## src/rtl/dma_chan_pkg.sv

```systemverilog
// Shared constants for the DMA channel register window.
// Assumes a byte-wide register bus with a 3-bit offset.
package dma_chan_pkg;
    localparam int BYTE_W   = 8;
    localparam int OFS_W    = 3;

    // Byte offsets within the window
    localparam logic [OFS_W-1:0] OFS_CMD  = 3'd0;
    localparam logic [OFS_W-1:0] OFS_VND1 = 3'd1;
    localparam logic [OFS_W-1:0] OFS_STAT = 3'd2;
    localparam logic [OFS_W-1:0] OFS_VND3 = 3'd3;
    localparam logic [OFS_W-1:0] OFS_PTR  = 3'd4;

    // Command bit positions
    localparam int CMD_RUN_B = 0;
    localparam int CMD_DIR_B = 3;

    // Status bit positions
    localparam int ST_ACT_B  = 0;
    localparam int ST_ERR_B  = 1;
    localparam int ST_INT_B  = 2;
    localparam int ST_CAP0_B = 5;
    localparam int ST_CAP1_B = 6;
endpackage

```

## src/rtl/dma_cmd_ctl.sv

```systemverilog
// Command control: run bit, direction bit and the active flag.
// Assumes single-cycle event pulses from the engine; a run rising
// write wins over a same-cycle stop event (the channel was idle then).
module dma_cmd_ctl (
    input  logic clk,
    input  logic rst_n,
    input  logic cmd_wr,
    input  logic wr_run,
    input  logic wr_dir,
    input  logic stop_evt,
    output logic run_q,
    output logic dir_q,
    output logic active_q
);
    logic start_req;
    assign start_req = cmd_wr && wr_run && !run_q;

    // Run and direction bits, direction frozen while active
    always_ff @(posedge clk) begin
        if (!rst_n) begin
            run_q <= 1'b0;
            dir_q <= 1'b0;
        end else if (cmd_wr) begin
            run_q <= wr_run;
            if (!active_q) dir_q <= wr_dir;
        end
    end

    // Active flag: set on run rising write, cleared by stop write or engine stop
    always_ff @(posedge clk) begin
        if (!rst_n)                   active_q <= 1'b0;
        else if (start_req)           active_q <= 1'b1;
        else if (cmd_wr && !wr_run)   active_q <= 1'b0;
        else if (stop_evt)            active_q <= 1'b0;
    end


    run_rise_starts_chk: assert property (@(posedge clk) disable iff (!rst_n)
        start_req |=> active_q);

    stop_clears_active_chk: assert property (@(posedge clk) disable iff (!rst_n)
        (stop_evt && run_q) |=> !active_q);

    dir_frozen_chk: assert property (@(posedge clk) disable iff (!rst_n)
        active_q |=> $stable(dir_q));
endmodule

```

## src/rtl/dma_stat_ctl.sv

```systemverilog
// Status flags: sticky error and interrupt with write-one-to-clear,
// plus two software read/write drive-capable flags.
// Assumes a same-cycle event beats a software clear.
module dma_stat_ctl #(
    parameter int NUM_CAP = 2
) (
    input  logic               clk,
    input  logic               rst_n,
    input  logic               stat_wr,
    input  logic               clr_err,
    input  logic               clr_int,
    input  logic [NUM_CAP-1:0] wr_cap,
    input  logic               err_evt,
    input  logic               int_evt,
    output logic               err_q,
    output logic               int_q,
    output logic [NUM_CAP-1:0] cap_q
);
    // Error flag: set by engine, cleared by writing one
    always_ff @(posedge clk) begin
        if (!rst_n)                    err_q <= 1'b0;
        else if (err_evt)              err_q <= 1'b1;
        else if (stat_wr && clr_err)   err_q <= 1'b0;
    end

    // Interrupt flag: set by device event, cleared by writing one
    always_ff @(posedge clk) begin
        if (!rst_n)                    int_q <= 1'b0;
        else if (int_evt)              int_q <= 1'b1;
        else if (stat_wr && clr_int)   int_q <= 1'b0;
    end

    // Drive-capable flags, one per drive
    for (genvar g = 0; g < NUM_CAP; g++) begin : g_cap
        always_ff @(posedge clk) begin
            if (!rst_n)       cap_q[g] <= 1'b0;
            else if (stat_wr) cap_q[g] <= wr_cap[g];
        end
    end


    err_sets_chk: assert property (@(posedge clk) disable iff (!rst_n)
        err_evt |=> err_q);

    int_sets_chk: assert property (@(posedge clk) disable iff (!rst_n)
        int_evt |=> int_q);

    err_w1c_chk: assert property (@(posedge clk) disable iff (!rst_n)
        (stat_wr && clr_err && !err_evt) |=> !err_q);

    int_keep_chk: assert property (@(posedge clk) disable iff (!rst_n)
        (stat_wr && !clr_int && int_q) |=> int_q);

    cap_rw_chk: assert property (@(posedge clk) disable iff (!rst_n)
        stat_wr |=> (cap_q == $past(wr_cap)));
endmodule

```

## src/rtl/dma_table_ptr.sv

```systemverilog
// Descriptor table address register, written one byte at a time.
// Assumes little-endian byte order; the low two bits are not stored.
module dma_table_ptr
    import dma_chan_pkg::*;
#(
    parameter int PTR_W = 32
) (
    input  logic              clk,
    input  logic              rst_n,
    input  logic              ptr_wr,
    input  logic [1:0]        byte_sel,
    input  logic [BYTE_W-1:0] wdata,
    output logic [PTR_W-1:0]  ptr_q
);
    localparam int NBYTES = PTR_W / BYTE_W;

    // Byte lanes; lane 0 keeps only bits 7:2
    for (genvar b = 0; b < NBYTES; b++) begin : g_lane
        if (b == 0) begin : g_low
            logic [BYTE_W-1:2] hi_bits;
            // Low lane storage, alignment bits tied off
            always_ff @(posedge clk) begin
                if (!rst_n)                         hi_bits <= '0;
                else if (ptr_wr && byte_sel == 2'(b)) hi_bits <= wdata[BYTE_W-1:2];
            end
            assign ptr_q[BYTE_W-1:0] = {hi_bits, 2'b00};
        end else begin : g_up
            logic [BYTE_W-1:0] lane;
            // Upper lane storage
            always_ff @(posedge clk) begin
                if (!rst_n)                         lane <= '0;
                else if (ptr_wr && byte_sel == 2'(b)) lane <= wdata;
            end
            assign ptr_q[b*BYTE_W +: BYTE_W] = lane;
        end
    end
endmodule

```

## src/rtl/dma_chan_regs.sv

```systemverilog
// Top of the DMA channel register window: decodes the byte offset,
// routes writes to the command, status and pointer parts, and builds
// the read data. Assumes reads have no side effects.
module dma_chan_regs
    import dma_chan_pkg::*;
#(
    parameter int PTR_W = 32
) (
    input  logic              clk,
    input  logic              rst_n,
    input  logic              reg_wr,
    input  logic [2:0]        reg_addr,
    input  logic [7:0]        reg_wdata,
    output logic [7:0]        reg_rdata,
    input  logic              eng_done,
    input  logic              eng_err,
    input  logic              eng_intr,
    output logic              eng_run,
    output logic              eng_to_mem,
    output logic [PTR_W-1:0]  eng_table_base,
    output logic              irq
);
    logic cmd_wr, stat_wr, ptr_wr;
    logic run_q, dir_q, active_q, err_q, int_q;
    logic [1:0] cap_q;
    logic [PTR_W-1:0] ptr_q;

    // Write decode per register
    assign cmd_wr  = reg_wr && (reg_addr == OFS_CMD);
    assign stat_wr = reg_wr && (reg_addr == OFS_STAT);
    assign ptr_wr  = reg_wr && reg_addr[2];

    dma_cmd_ctl u_cmd (
        .clk      (clk),
        .rst_n    (rst_n),
        .cmd_wr   (cmd_wr),
        .wr_run   (reg_wdata[CMD_RUN_B]),
        .wr_dir   (reg_wdata[CMD_DIR_B]),
        .stop_evt (eng_done || eng_err),
        .run_q    (run_q),
        .dir_q    (dir_q),
        .active_q (active_q)
    );

    dma_stat_ctl #(.NUM_CAP(2)) u_stat (
        .clk     (clk),
        .rst_n   (rst_n),
        .stat_wr (stat_wr),
        .clr_err (reg_wdata[ST_ERR_B]),
        .clr_int (reg_wdata[ST_INT_B]),
        .wr_cap  (reg_wdata[ST_CAP1_B:ST_CAP0_B]),
        .err_evt (eng_err),
        .int_evt (eng_intr),
        .err_q   (err_q),
        .int_q   (int_q),
        .cap_q   (cap_q)
    );

    dma_table_ptr #(.PTR_W(PTR_W)) u_ptr (
        .clk      (clk),
        .rst_n    (rst_n),
        .ptr_wr   (ptr_wr),
        .byte_sel (reg_addr[1:0]),
        .wdata    (reg_wdata),
        .ptr_q    (ptr_q)
    );

    // Engine-facing outputs
    assign eng_run        = active_q;
    assign eng_to_mem     = dir_q;
    assign eng_table_base = ptr_q;
    assign irq            = int_q;

    // Read data assembly for the addressed byte
    always_comb begin
        reg_rdata = '0;
        case (reg_addr)
            OFS_CMD: begin
                reg_rdata[CMD_RUN_B] = run_q;
                reg_rdata[CMD_DIR_B] = dir_q;
            end
            OFS_STAT: begin
                reg_rdata[ST_ACT_B]  = active_q;
                reg_rdata[ST_ERR_B]  = err_q;
                reg_rdata[ST_INT_B]  = int_q;
                reg_rdata[ST_CAP0_B] = cap_q[0];
                reg_rdata[ST_CAP1_B] = cap_q[1];
            end
            OFS_VND1, OFS_VND3: reg_rdata = '0;
            default: reg_rdata = ptr_q[reg_addr[1:0]*BYTE_W +: BYTE_W];
        endcase
    end


    ptr_aligned_chk: assert property (@(posedge clk) disable iff (!rst_n)
        (ptr_wr && reg_addr[1:0] == 2'd0) |=> (eng_table_base[1:0] == 2'b00));

    irq_follows_int_chk: assert property (@(posedge clk) disable iff (!rst_n)
        eng_intr |=> irq);
endmodule

```

## config.mk

```make
export PLATFORM = sky130hd
export DESIGN_NAME = dma_chan_regs
export DESIGN_NICKNAME = d
export VERILOG_FILES = /design/src/rtl/dma_chan_pkg.sv /design/src/rtl/dma_cmd_ctl.sv /design/src/rtl/dma_stat_ctl.sv /design/src/rtl/dma_table_ptr.sv /design/src/rtl/dma_chan_regs.sv
export SDC_FILE = /design/constraint.sdc
export NUM_CORES = 1
export LEC_CHECK = 0
export ABC_AREA = 1
export BUFFER_PORTS_ARGS = -buffer_cell sky130_fd_sc_hd__buf_2
export CAP_MARGIN = 20
export CORE_ASPECT_RATIO = 1.5
export CORE_MARGIN = 2
export CORE_UTILIZATION = 50
export CTS_CLUSTER_SIZE = 28
export DETAILED_ROUTE_END_ITERATION = 6
export PLACE_DENSITY = 0.78
export REMOVE_ABC_BUFFERS = 1
export SLEW_MARGIN = 5
export SYNTH_ARGS = -nofsm -noshare
export SYNTH_HDL_FRONTEND = slang
export SYNTH_HIERARCHICAL = 1
export SYNTH_SLANG_ARGS = --single-unit
```

## constraint.sdc

```tcl
create_clock -name clk -period 1.45 [get_ports clk]
set_input_delay 0 -clock clk [delete_from_list [all_inputs] [get_ports clk]]
set_output_delay 0 -clock clk [all_outputs]
set_load 0.01 [all_outputs]
```

==> impl_metrics.py, run 1 <==
metrics = {
    "status": {
        "status": "finished, final reports clean",
    },
    "critical_path": {
        "cp_max_fo": 3,
        "cp-start-kind": "register",
        "cp_slowest_stage_delay_ns": 0.36,
        "required_ns": 1.45,
        "r2r_slack_ns": 0.69,
        "worstPathCellList": "nand2_1 -> nand2_1 -> nand2_1 -> a21oi_1 -> buf_2",
        "worstPathArrival_ns": 1.10,
        "crit_top_cell": "nand2_1",
        "crit_type": "reg2out",
        "cp_slowest_cell": "dfxtp_1",
        "endpoint_kind": "output port",
    },
    "cts": {
        "postCtsSetupRepairBufs": 0,
        "cts_tree": "built",
        "cts_buffers": 5,
        "ctsResizeCount": 0,
        "clk_pin_slew_ns": 0.07,
        "clk_latency_ns": 0.29,
        "cts_root_buf": "clkbuf_8",
        "clk_path_buf_depth": 2,
        "h-tree-depth": 2,
        "clkSinkCount": 37,
    },
    "final_layout": {
        "instances_no_fill": 441,
        "synthToLayoutAreaGrowth_pct": 20.2,
        "drive_gt1_share_pct": 18.9,
        "antenna_cells": 0,
        "fin_nets": 412,
        "stdcell_area_sq_um": 2410,
    },
    "floorplan": {
        "start_util_pct": 51.6,
        "die-area_sq_um": 4540,
        "io_pins": 60,
        "die_w_um": 55.7,
        "fp-row-count": 28,
        "die_height_um": 81.6,
        "core_sq_um": 3890,
    },
    "global_routing": {
        "first_global_vias": 1838,
        "grt_pass1_wl_um": 8080,
        "grt-ovfl-total": 0,
        "antenna_found_initial": 0,
        "track_usage_pct": 22.7,
        "grt_max_degree": 24,
    },
    "yosys": {
        "syn-mean-instance-area_sq_um": 5.99,
        "synth.yosys.seq_area_share_pct": 36.9,
        "yosysWarnings": 6,
        "synth_area_sq_um": 2010,
        "synthCells": 335,
        "ys_seq_elements": 37,
        "yosysUniqueCellTypes": 20,
    },
    "placement": {
        "hpwl_um": 3470,
        "dp.cells": 427,
        "io_buffers": 57,
        "gp_congestion": 0.834,
        "dp_slack_ns": 0.220,
        "placed_area_sq_um": 2270,
    },
    "job": {
        "max_cap_violations": 0,
    },
    "timing": {
        "fin_ws_ns": 0.347,
        "timing.final.crit_share_pct": 76.1,
        "relSlewSlack_pct": 54.9,
        "finalSetupTns_ns": 0,
        "max_freq_ghz": 0.906,
        "worst_pin_slew_ns": 0.675,
        "rsz0062_at_grt": "false",
        "fin_crit_ns": 1.10,
        "skew_ns": 0.000117,
        "hold_violations": 0,
        "finalSetupViolCount": 0,
        "slew_viol_final": 0,
    },
    "drt": {
        "vias": 2103,
        "wl_per_cell_um": 11.2,
        "drtIter0Drc": 96,
        "detail_route.vias_per_cell": 4.77,
        "antenna_left": 0,
        "drt_wl_total_um": 4940,
        "firstDrtPassIters": 4,
        "drc_errors": 0,
    },
    "pwr": {
        "power_w": 0.00211,
        "power_density_nw_per_um2": 876,
        "peakVddDrop_mv": 0.737,
        "leakagePower_nw": 1.39,
    },
    "min_path": {
        "hold_class": "in2reg",
    },
}
placed cells by master (no fill, tap or decap):
| cell type | instances |
|---|---|
| conb_1 | 2 |
| dfxtp_1 | 37 |
| nor2_1 | 63 |
| clkbuf_1 | 3 |
| a21oi_2 | 1 |
| nor2_2 | 1 |
| inv_1 | 55 |
| inv_4 | 1 |
| dlygate4sd3_1 | 6 |
| or2_2 | 1 |
| nand3_2 | 3 |
| nand3_1 | 28 |
| nor4_2 | 1 |
| nand2_1 | 113 |
| a21oi_1 | 11 |
| clkbuf_8 | 5 |
| o21ai_1 | 2 |
| buf_2 | 57 |
| inv_2 | 1 |
| buf_4 | 4 |
| o21ai_0 | 1 |
final cells by class:
| cell class | count | area, sq um |
|---|---|---|
| clock buffers | 8 | 80.1 |
| fillers | 389 | 1480 |
| inverters | 57 | 216 |
| multi-input cells | 227 | 942 |
| flip-flops and latches | 37 | 741 |
| well taps | 45 | 56.3 |
| repair buffers | 67 | 375 |
logic make-up (layout without fill, tap and decap cells):
group	Yosys count	after routing	synth area share, %
simple gates	210	210	42.7
buf+inv	72	132	16.3
flops	37	37	36.9
compound gates	15	15	3.93
other cells	1	2	0.187
report_power, final:
| part | internal, W | switching, W |
|---|---|---|
| combinational | 0.000126 | 0.000210 |
| sequential | 0.00105 | 0.0000270 |
| clock | 0.000341 | 0.000353 |
state kept, by name, indices dropped and copies added (netlist names):
| signal | cells |
|---|---|
| u_stat/int_q | 1 |
| u_cmd/run_q | 1 |
| u_stat/cap_q | 2 |
| u_cmd/active_q | 1 |
| u_stat/err_q | 1 |
| u_cmd/dir_q | 1 |
| u_ptr/g_lane.g_up.lane | 24 |
| u_ptr/g_lane.g_low.hi_bits | 6 |
through the flow:
| stage | util, % | hold slack [ns] |
|---|---|---|
| 3_3_place_gp | 58.4 | 0.241 |
| 4_1_cts | 62.0 | 0.00234 |
| 3_5_place_dp | 58.4 | 0.248 |
| 2_1_floorplan | - | 0.106 |
| 5_1_grt | 62.0 | 0.0122 |
| 6_report | 62.0 | 0.00572 |
cells in the mapped netlist:
cell type / n / area, sq um
inv_4: 1 / 6.26
o21ai_1: 2 / 10.0
a21oi_2: 1 / 8.76
nand2_1: 113 / 424
a21oi_1: 11 / 55.1
nor2_1: 63 / 236
dfxtp_1: 37 / 741
conb_1: 1 / 3.75
nor4_2: 1 / 12.5
inv_1: 55 / 206
buf_6: 5 / 56.3
nand3_2: 3 / 30.0
nand3_1: 28 / 140
inv_2: 1 / 3.75
o21ai_0: 1 / 5.00
clkbuf_1: 3 / 11.3
nor2_2: 1 / 6.26
buf_4: 3 / 22.5
buf_2: 4 / 20.0
or2_2: 1 / 6.26
worst max-delay path, delay by kind of cell, from the launching register on:
kind                   cells  cell delay, ns
AO/OA/AOI/OAI              1            0.13
buffers and inverters      1            0.14
flip-flops                 1            0.36
AND/OR/NAND/NOR            3            0.19
routing by layer:
| metal | track usage, % | wire length [um] |
|---|---|---|
| met3 | 4.57 | 260 |
| met2 | 42.7 | 2600 |
| met5 | 0 | 0 |
| met1 | 24.3 | 2000 |
| met4 | 10.2 | 86 |
worst paths after layout:
| kind | depth (start not counted) | end | startpoint |
|---|---|---|---|
| setup / recovery | 5 | reg_rdata[7] | u_ptr/g_lane[3].g_up.lane[7] |
| hold / removal | 3 | u_stat/cap_q[0] | reg_wdata[5] |
| setup reg to reg | 3 | u_cmd/dir_q | u_cmd/active_q |
| hold reg to reg | 2 | u_stat/err_q | u_stat/err_q |
repair_timing:
| action | CTS | global route |
|---|---|---|
| hold endpoints to repair | 12 | 0 |
| setup endpoints to repair | 0 | 0 |
| hold buffers | 6 | 0 |
(Power assumes the default switching activity.)
==> run 2, diff against run 1 <==
--- a/config.mk
+++ b/config.mk
@@ -10,10 +10,10 @@
 export CAP_MARGIN = 20
 export CORE_ASPECT_RATIO = 1.5
 export CORE_MARGIN = 2
-export CORE_UTILIZATION = 50
+export CORE_UTILIZATION = 46
 export CTS_CLUSTER_SIZE = 28
 export DETAILED_ROUTE_END_ITERATION = 6
-export PLACE_DENSITY = 0.78
+export PLACE_DENSITY = 0.75
 export REMOVE_ABC_BUFFERS = 1
 export SLEW_MARGIN = 5
 export SYNTH_ARGS = -nofsm -noshare
==> constraint.sdc (replaced) <==
create_clock -name clk -period 1 [get_ports clk]
set_input_delay 0 -clock clk [delete_from_list [all_inputs] [get_ports clk]]
set_output_delay 0 -clock clk [all_outputs]
set_load 0.01 [all_outputs]
==> run 2 against run 1 <==
Against the previous run: the flow now finishes with violations (setup timing); combinational power increased by 87%; worst setup slack lost 0.44 ns; global-route usage up 0.72 points; via count grew 7.8%; first-iteration DRC count increased by 34%; cell count is 9.5% higher; clock skew about the same; sequential cell count did not move; highest routed layer unchanged.
==> impl_metrics.py, run 2 (synthesized netlist as in run 1, its figures left out) <==
metrics = {
    "floorplan": {
        "die-area_sq_um": 4920,
        "core_sq_um": 4210,
        "fp-row-count": 29,
        "die_w_um": 57.9,
        "start_util_pct": 47.7,
        "io_pins": 60,
        "die_height_um": 84.9,
    },
    "critical_path": {
        "crit_type": "reg2out",
        "cp_slowest_stage_delay_ns": 0.33,
        "cp_top_family": "flip-flops",
        "cp_slowest_cell": "dfxtp_2",
        "worstPathCellList": "inv_1 -> nand2_1 -> nand3_2 -> nand2_2 -> nand2_1 -> nand2_1 -> buf_2",
        "worstPathArrival_ns": 1.10,
        "crit_top_cell": "nand2_1",
        "required_ns": 1.00,
        "cp-start-kind": "register",
        "cp_max_fo": 2,
        "endpoint_kind": "output port",
        "critical_path_buf_inv_count": 2,
    },
    "cts": {
        "cts_buffers": 5,
        "cts_tree": "built",
        "clk_latency_ns": 0.29,
        "clkSinkCount": 37,
        "cts_root_buf": "clkbuf_8",
        "h-tree-depth": 2,
        "clk_pin_slew_ns": 0.07,
        "clk_path_buf_depth": 2,
    },
    "global_routing": {
        "first_global_vias": 2092,
        "grt_max_degree": 36,
        "grt_pass1_wl_um": 9070,
        "antenna_found_initial": 0,
        "grt-ovfl-total": 0,
        "track_usage_pct": 23.4,
    },
    "placement": {
        "io_buffers": 57,
        "hpwl_um": 3820,
        "dp.cells": 444,
        "dp_slack_ns": 0.0124,
        "gp_congestion": 0.809,
        "placed_area_sq_um": 2420,
    },
    "final_layout": {
        "fin_nets": 453,
        "final_cell_mix": "nand2_1 (108), nor2_1 (63), buf_2 (56)",
        "reg.largest.list": "u_ptr/g_lane.g_up.lane x24, u_ptr/g_lane.g_low.hi_bits x6, u_stat/cap_q x2",
        "fillers": 376,
        "layout_commonest_cell": "nand2_1",
        "drive_gt1_share_pct": 36.8,
        "synthToLayoutAreaGrowth_pct": 41.6,
        "largest_register": "u_ptr/g_lane.g_up.lane",
        "instances_no_fill": 483,
        "stdcell_area_sq_um": 2840,
        "largest_reg_flops": 24,
        "antenna_cells": 0,
    },
    "timing": {
        "hold_violations": 0,
        "finalSetupTns_ns": -0.338,
        "rsz0062_at_grt": "true",
        "fin_crit_ns": 1.10,
        "finalSetupViolCount": 8,
        "slew_viol_final": 0,
        "fin_ws_ns": -0.0954,
        "timing.final.crit_share_pct": 110,
        "max_freq_ghz": 0.913,
        "skew_ns": 0.0000193,
    },
    "status": {
        "violations": "setup timing",
        "status": "finished with violations",
    },
    "drt": {
        "antenna_left": 0,
        "drtIter0Drc": 129,
        "drc_errors": 0,
        "detail_route.vias_per_cell": 4.70,
        "vias": 2268,
        "wl_per_cell_um": 11.7,
        "drt_wl_total_um": 5660,
        "firstDrtPassIters": 4,
    },
    "job": {
        "max_cap_violations": 0,
    },
    "min_path": {
        "hold_class": "in2reg",
    },
    "pwr": {
        "power_w": 0.00322,
        "leakagePower_nw": 1.64,
        "power_density_nw_per_um2": 1140,
        "peakVddDrop_mv": 1.21,
    },
}
run 2: changes by cell type in the layout (fill, tap and decap cells not counted), sizes merged:
cell	change
buf	+41
run 2: final cells by class:
| cell class | count | area, sq um | area share [%] |
|---|---|---|---|
| Clock buffer | 8 | 80.1 | 2.82 |
| Sequential cell | 37 | 781 | 27.5 |
| Timing Repair Buffer | 108 | 718 | 25.3 |
| Multi-Input combinational cell | 227 | 987 | 34.8 |
| Inverter | 57 | 216 | 7.62 |
| Tap cell | 46 | 57.6 | 2.03 |
run 2: metal layers:
layer,up-vias,global-route usage (%),part of all wire [%]
met5,-,0,0
met4,0,11.6,2.5
met3,12,3.51,5.1
met2,62,39.2,50
met1,1006,28.7,42
li1,1188,-,-
run 2: final timing paths:
| check | startpoint | to | slack [ns] | cells past startpoint |
|---|---|---|---|---|
| worst min register to register | u_stat/err_q | u_stat/err_q | 0.47 | 2 |
| worst max-delay path | u_ptr/g_lane[3].g_up.lane[0] | reg_rdata[0] | -0.1 | 7 |
| worst max register to register | u_ptr/g_lane[1].g_up.lane[5] | u_ptr/g_lane[1].g_up.lane[5] | 0.14 | 6 |
| worst min-delay path | reg_wdata[3] | u_ptr/g_lane[1].g_up.lane[3] | 0.01 | 3 |
run 2: tightest hold or removal path, cell delays in order:
cell and delay, ns:
buf_2 0.13, nor2_1 0.06, nor2_1 0.09
run 2: report_power, final:
group | switching, W | leakage [nW] | internal, W
combinational | 0.000354 | 1.28 | 0.000273
sequential | 0.0000320 | 0.316 | 0.00154
clock | 0.000533 | 0.0395 | 0.000496
run 2: repair_timing:
action | 4_1_cts | 5_1_grt
cloned | 0 | 0
hold buffers | 6 | 0
pin swaps | 14 | 7
resized for setup | 33 | 14
buffers inserted | 21 | 4
hold endpoints to repair | 11 | 0
setup endpoints to repair | 8 | 8
run 2: per-stage QoR:
| stage | hold WS (ns) | util [%] |
|---|---|---|
| 6_report | 0.0109 | 67.5 |
| 2_1_floorplan | 0.106 | - |
| 3_3_place_gp | 0.240 | 57.4 |
| 4_1_cts | 0.0124 | 65.5 |
| 3_5_place_dp | 0.256 | 57.4 |
| 5_1_grt | 0.0322 | 67.5 |
==> run 3, diff against run 2 <==
--- a/config.mk
+++ b/config.mk
@@ -5,15 +5,14 @@
 export SDC_FILE = /design/constraint.sdc
 export NUM_CORES = 1
 export LEC_CHECK = 0
-export ABC_AREA = 1
-export BUFFER_PORTS_ARGS = -buffer_cell sky130_fd_sc_hd__buf_2
+export BUFFER_PORTS_ARGS = -buffer_cell sky130_fd_sc_hd__clkbuf_2
 export CAP_MARGIN = 20
 export CORE_ASPECT_RATIO = 1.5
 export CORE_MARGIN = 2
-export CORE_UTILIZATION = 46
+export CORE_UTILIZATION = 50
 export CTS_CLUSTER_SIZE = 28
 export DETAILED_ROUTE_END_ITERATION = 6
-export PLACE_DENSITY = 0.75
+export PLACE_DENSITY = 0.79
 export REMOVE_ABC_BUFFERS = 1
 export SLEW_MARGIN = 5
 export SYNTH_ARGS = -nofsm -noshare
==> constraint.sdc (replaced) <==
create_clock -name clk -period 1.2 [get_ports clk]
set_input_delay 0 -clock clk [delete_from_list [all_inputs] [get_ports clk]]
set_output_delay 0 -clock clk [all_outputs]
set_load 0.01 [all_outputs]
==> run 3 against run 2 <==
Against the previous run: the flow still finishes with violations (setup timing); synthesized cell count fell by 45%; power shrank 14%; routed wire length decreased by 15%; largest cell class unchanged; sequential power down 18%; synthesized area fell by 11%; sequential cell count did not move; worst hold slack got worse by 0.0068 ns; combinational power fell by 44%.
==> impl_metrics.py, run 3 <==
metrics = {
    "global_routing": {
        "top_usage_layer": "met2",
        "met1_usage_pct": 26.7,
        "track_usage_pct": 25.7,
        "met2_usage_pct": 46.0,
        "grt-ovfl-total": 0,
        "first_global_vias": 1625,
        "antenna_found_initial": 0,
        "met3_usage_pct": 6.23,
        "grt_pass1_wl_um": 7660,
        "grt_max_degree": 47,
    },
    "timing": {
        "whs_ns": 0.00410,
        "finalSetupViolCount": 7,
        "max_freq_ghz": 0.728,
        "fin_crit_ns": 1.37,
        "rsz0062_at_grt": "true",
        "finalSetupTns_ns": -0.546,
        "skew_ns": 0.00784,
        "timing.final.crit_share_pct": 114,
        "slew_viol_final": 0,
        "fin_ws_ns": -0.173,
        "hold_violations": 0,
    },
    "yosys": {
        "synth_area_leaders": "dfxtp_1 (42%), mux2i_1 (21%), nand2_1 (8.8%), mux4_2 (3.8%), mux2_2 (3.2%)",
        "synth_edf_count": 0,
        "synth.yosys.seq_area_share_pct": 41.5,
        "syn-mean-instance-area_sq_um": 9.75,
        "yosysWarnings": 6,
        "synthCells": 183,
        "yosysUniqueCellTypes": 30,
        "yosys.area.top_type_share_pct": 41.5,
        "synth_area_sq_um": 1780,
        "synth.most_common_cell": "nand2_1",
        "synth.top_cells.by_count": "nand2_1 (42), dfxtp_1 (37), mux2i_1 (37)",
        "ys.flop_type": "dfxtp_1",
        "ys_seq_elements": 37,
        "yosys.area.top_type": "dfxtp_1",
        "synthArstFlopShare_pct": 0,
    },
    "min_path": {
        "hold_class": "in2reg",
    },
    "drt": {
        "vias": 1650,
        "firstDrtPassIters": 4,
        "antenna_left": 0,
        "drt_wl_total_um": 4810,
        "detail_route.vias_per_cell": 5.22,
        "drc_errors": 0,
        "wl_per_cell_um": 15.2,
        "drtIter0Drc": 25,
    },
    "placement": {
        "io_buffers": 57,
        "placed_area_sq_um": 2170,
        "dp.cells": 286,
        "gp_congestion": 0.837,
        "dp_slack_ns": 0.00617,
        "hpwl_um": 3210,
    },
    "cts": {
        "cts_root_buf": "clkbuf_8",
        "clk_latency_ns": 0.29,
        "clkSinkCount": 37,
        "cts_buffers": 5,
        "clk_path_buf_depth": 2,
        "h-tree-depth": 2,
        "clk_pin_slew_ns": 0.08,
        "cts_tree": "built",
    },
    "final_layout": {
        "layout_commonest_cell": "clkbuf_2",
        "drive_gt1_share_pct": 47.8,
        "final_cell_mix": "clkbuf_2 (55), nand2_1 (42), mux2i_1 (37)",
        "reg.largest.list": "u_ptr/g_lane.g_up.lane x24, u_ptr/g_lane.g_low.hi_bits x6, u_stat/cap_q x2",
        "largest_register": "u_ptr/g_lane.g_up.lane",
        "stdcell_area_sq_um": 2520,
        "largest_reg_flops": 24,
        "fin_nets": 290,
        "synthToLayoutAreaGrowth_pct": 41.4,
        "antenna_cells": 0,
        "instances_no_fill": 316,
    },
    "pwr": {
        "peakVddDrop_mv": 1.02,
        "power_density_nw_per_um2": 1090,
        "leakagePower_nw": 1.32,
    },
    "critical_path": {
        "cp-start-kind": "register",
        "cp_max_fo": 2,
        "r2r_slack_ns": 0.27,
        "endpoint_kind": "output port",
        "crit_type": "reg2out",
        "required_ns": 1.20,
        "worstPathArrival_ns": 1.37,
    },
    "floorplan": {
        "start_util_pct": 52.2,
        "io_pins": 60,
        "fp-row-count": 26,
        "die-area_sq_um": 4070,
        "core_sq_um": 3420,
        "die_height_um": 77.2,
        "die_w_um": 52.8,
    },
    "status": {
        "violations": "setup timing",
        "status": "finished with violations",
    },
    "job": {
        "max_cap_violations": 0,
    },
}
==> run 3: cell count changes after synthesis, moves of 4 or more <==
cell | previous run | this run
inv_1 | 55 | 4
nand3_1 | 28 | 1
a21oi_1 | 11 | 0
and2_1 | 0 | 4
mux2i_1 | 0 | 37
mux2_2 | 0 | 5
nor2b_1 | 0 | 7
o21ai_0 | 1 | 6
nor2_1 | 63 | 0
nand2_1 | 113 | 42
==> run 3: logic make-up (layout without fill, tap and decap cells) <==
| kind of cell | after synthesis | after routing | synth area share, % |
|---|---|---|---|
| compound gates | 19 | 19 | 7.50 |
| buf+inv | 18 | 108 | 5.96 |
| simple gates | 63 | 63 | 17.1 |
| flops | 37 | 37 | 41.5 |
| mux | 45 | 45 | 27.7 |
| other cells | 1 | 2 | 0.210 |
==> run 3: metal layers <==
metal	vias to the layer above	part of all wire [%]
met2	48	57
met3	13	3.7
met4	0	2.8
met1	776	36
li1	813	-
met5	-	0
==> run 3: final timing paths <==
check | start | endpoint | cells past startpoint
worst max-delay path | u_cmd/run_q | reg_rdata[0] | 4
worst min-delay path | reg_wdata[4] | u_ptr/g_lane[0].g_low.hi_bits[4] | 3
worst max register to register | u_cmd/active_q | u_cmd/active_q | 3
worst min register to register | u_ptr/g_lane[2].g_up.lane[7] | u_ptr/g_lane[2].g_up.lane[7] | 2
==> run 3: critical path, cell delays in order (launching register included) <==
cell and delay, ns:
dfxtp_2 0.33, mux4_2 0.46, inv_2 0.09, o21ai_2 0.07
clkbuf_2 0.13
==> run 3: final cells by class <==
type	count	area (sq um)
Tap cell	42	52.6
Timing Repair Buffer	96	621
Fill cell	254	892
Clock buffer	7	86.3
Clock inverter	1	30.0
Sequential cell	37	766
Inverter	4	15.0
Multi-Input combinational cell	129	953
==> run 3: power by group <==
part           leakage (nW)  switching [W]  total [W]  internal [W]
clock network        0.0585       0.000450    0.00113      0.000678
logic                 0.953       0.000182   0.000350      0.000167
registers             0.310      0.0000203    0.00128       0.00126
total                  1.32       0.000653    0.00276       0.00211
==> run 3: timing repair <==
item	4_1_cts	5_1_grt
hold buffers	7	0
buffers inserted	13	2
resized for setup	24	9
setup endpoints to repair	8	8
endpoints found under the hold margin	5	0
pin swaps	5	0
==> run 3: metrics by stage <==
stage                     utilization, %  total power, W
final                               73.9         0.00276
after global routing                73.9         0.00285
after CTS                           72.9         0.00276
after detailed placement            63.7         0.00161
after global placement              63.7         0.00160
after floorplan                        -         0.00143
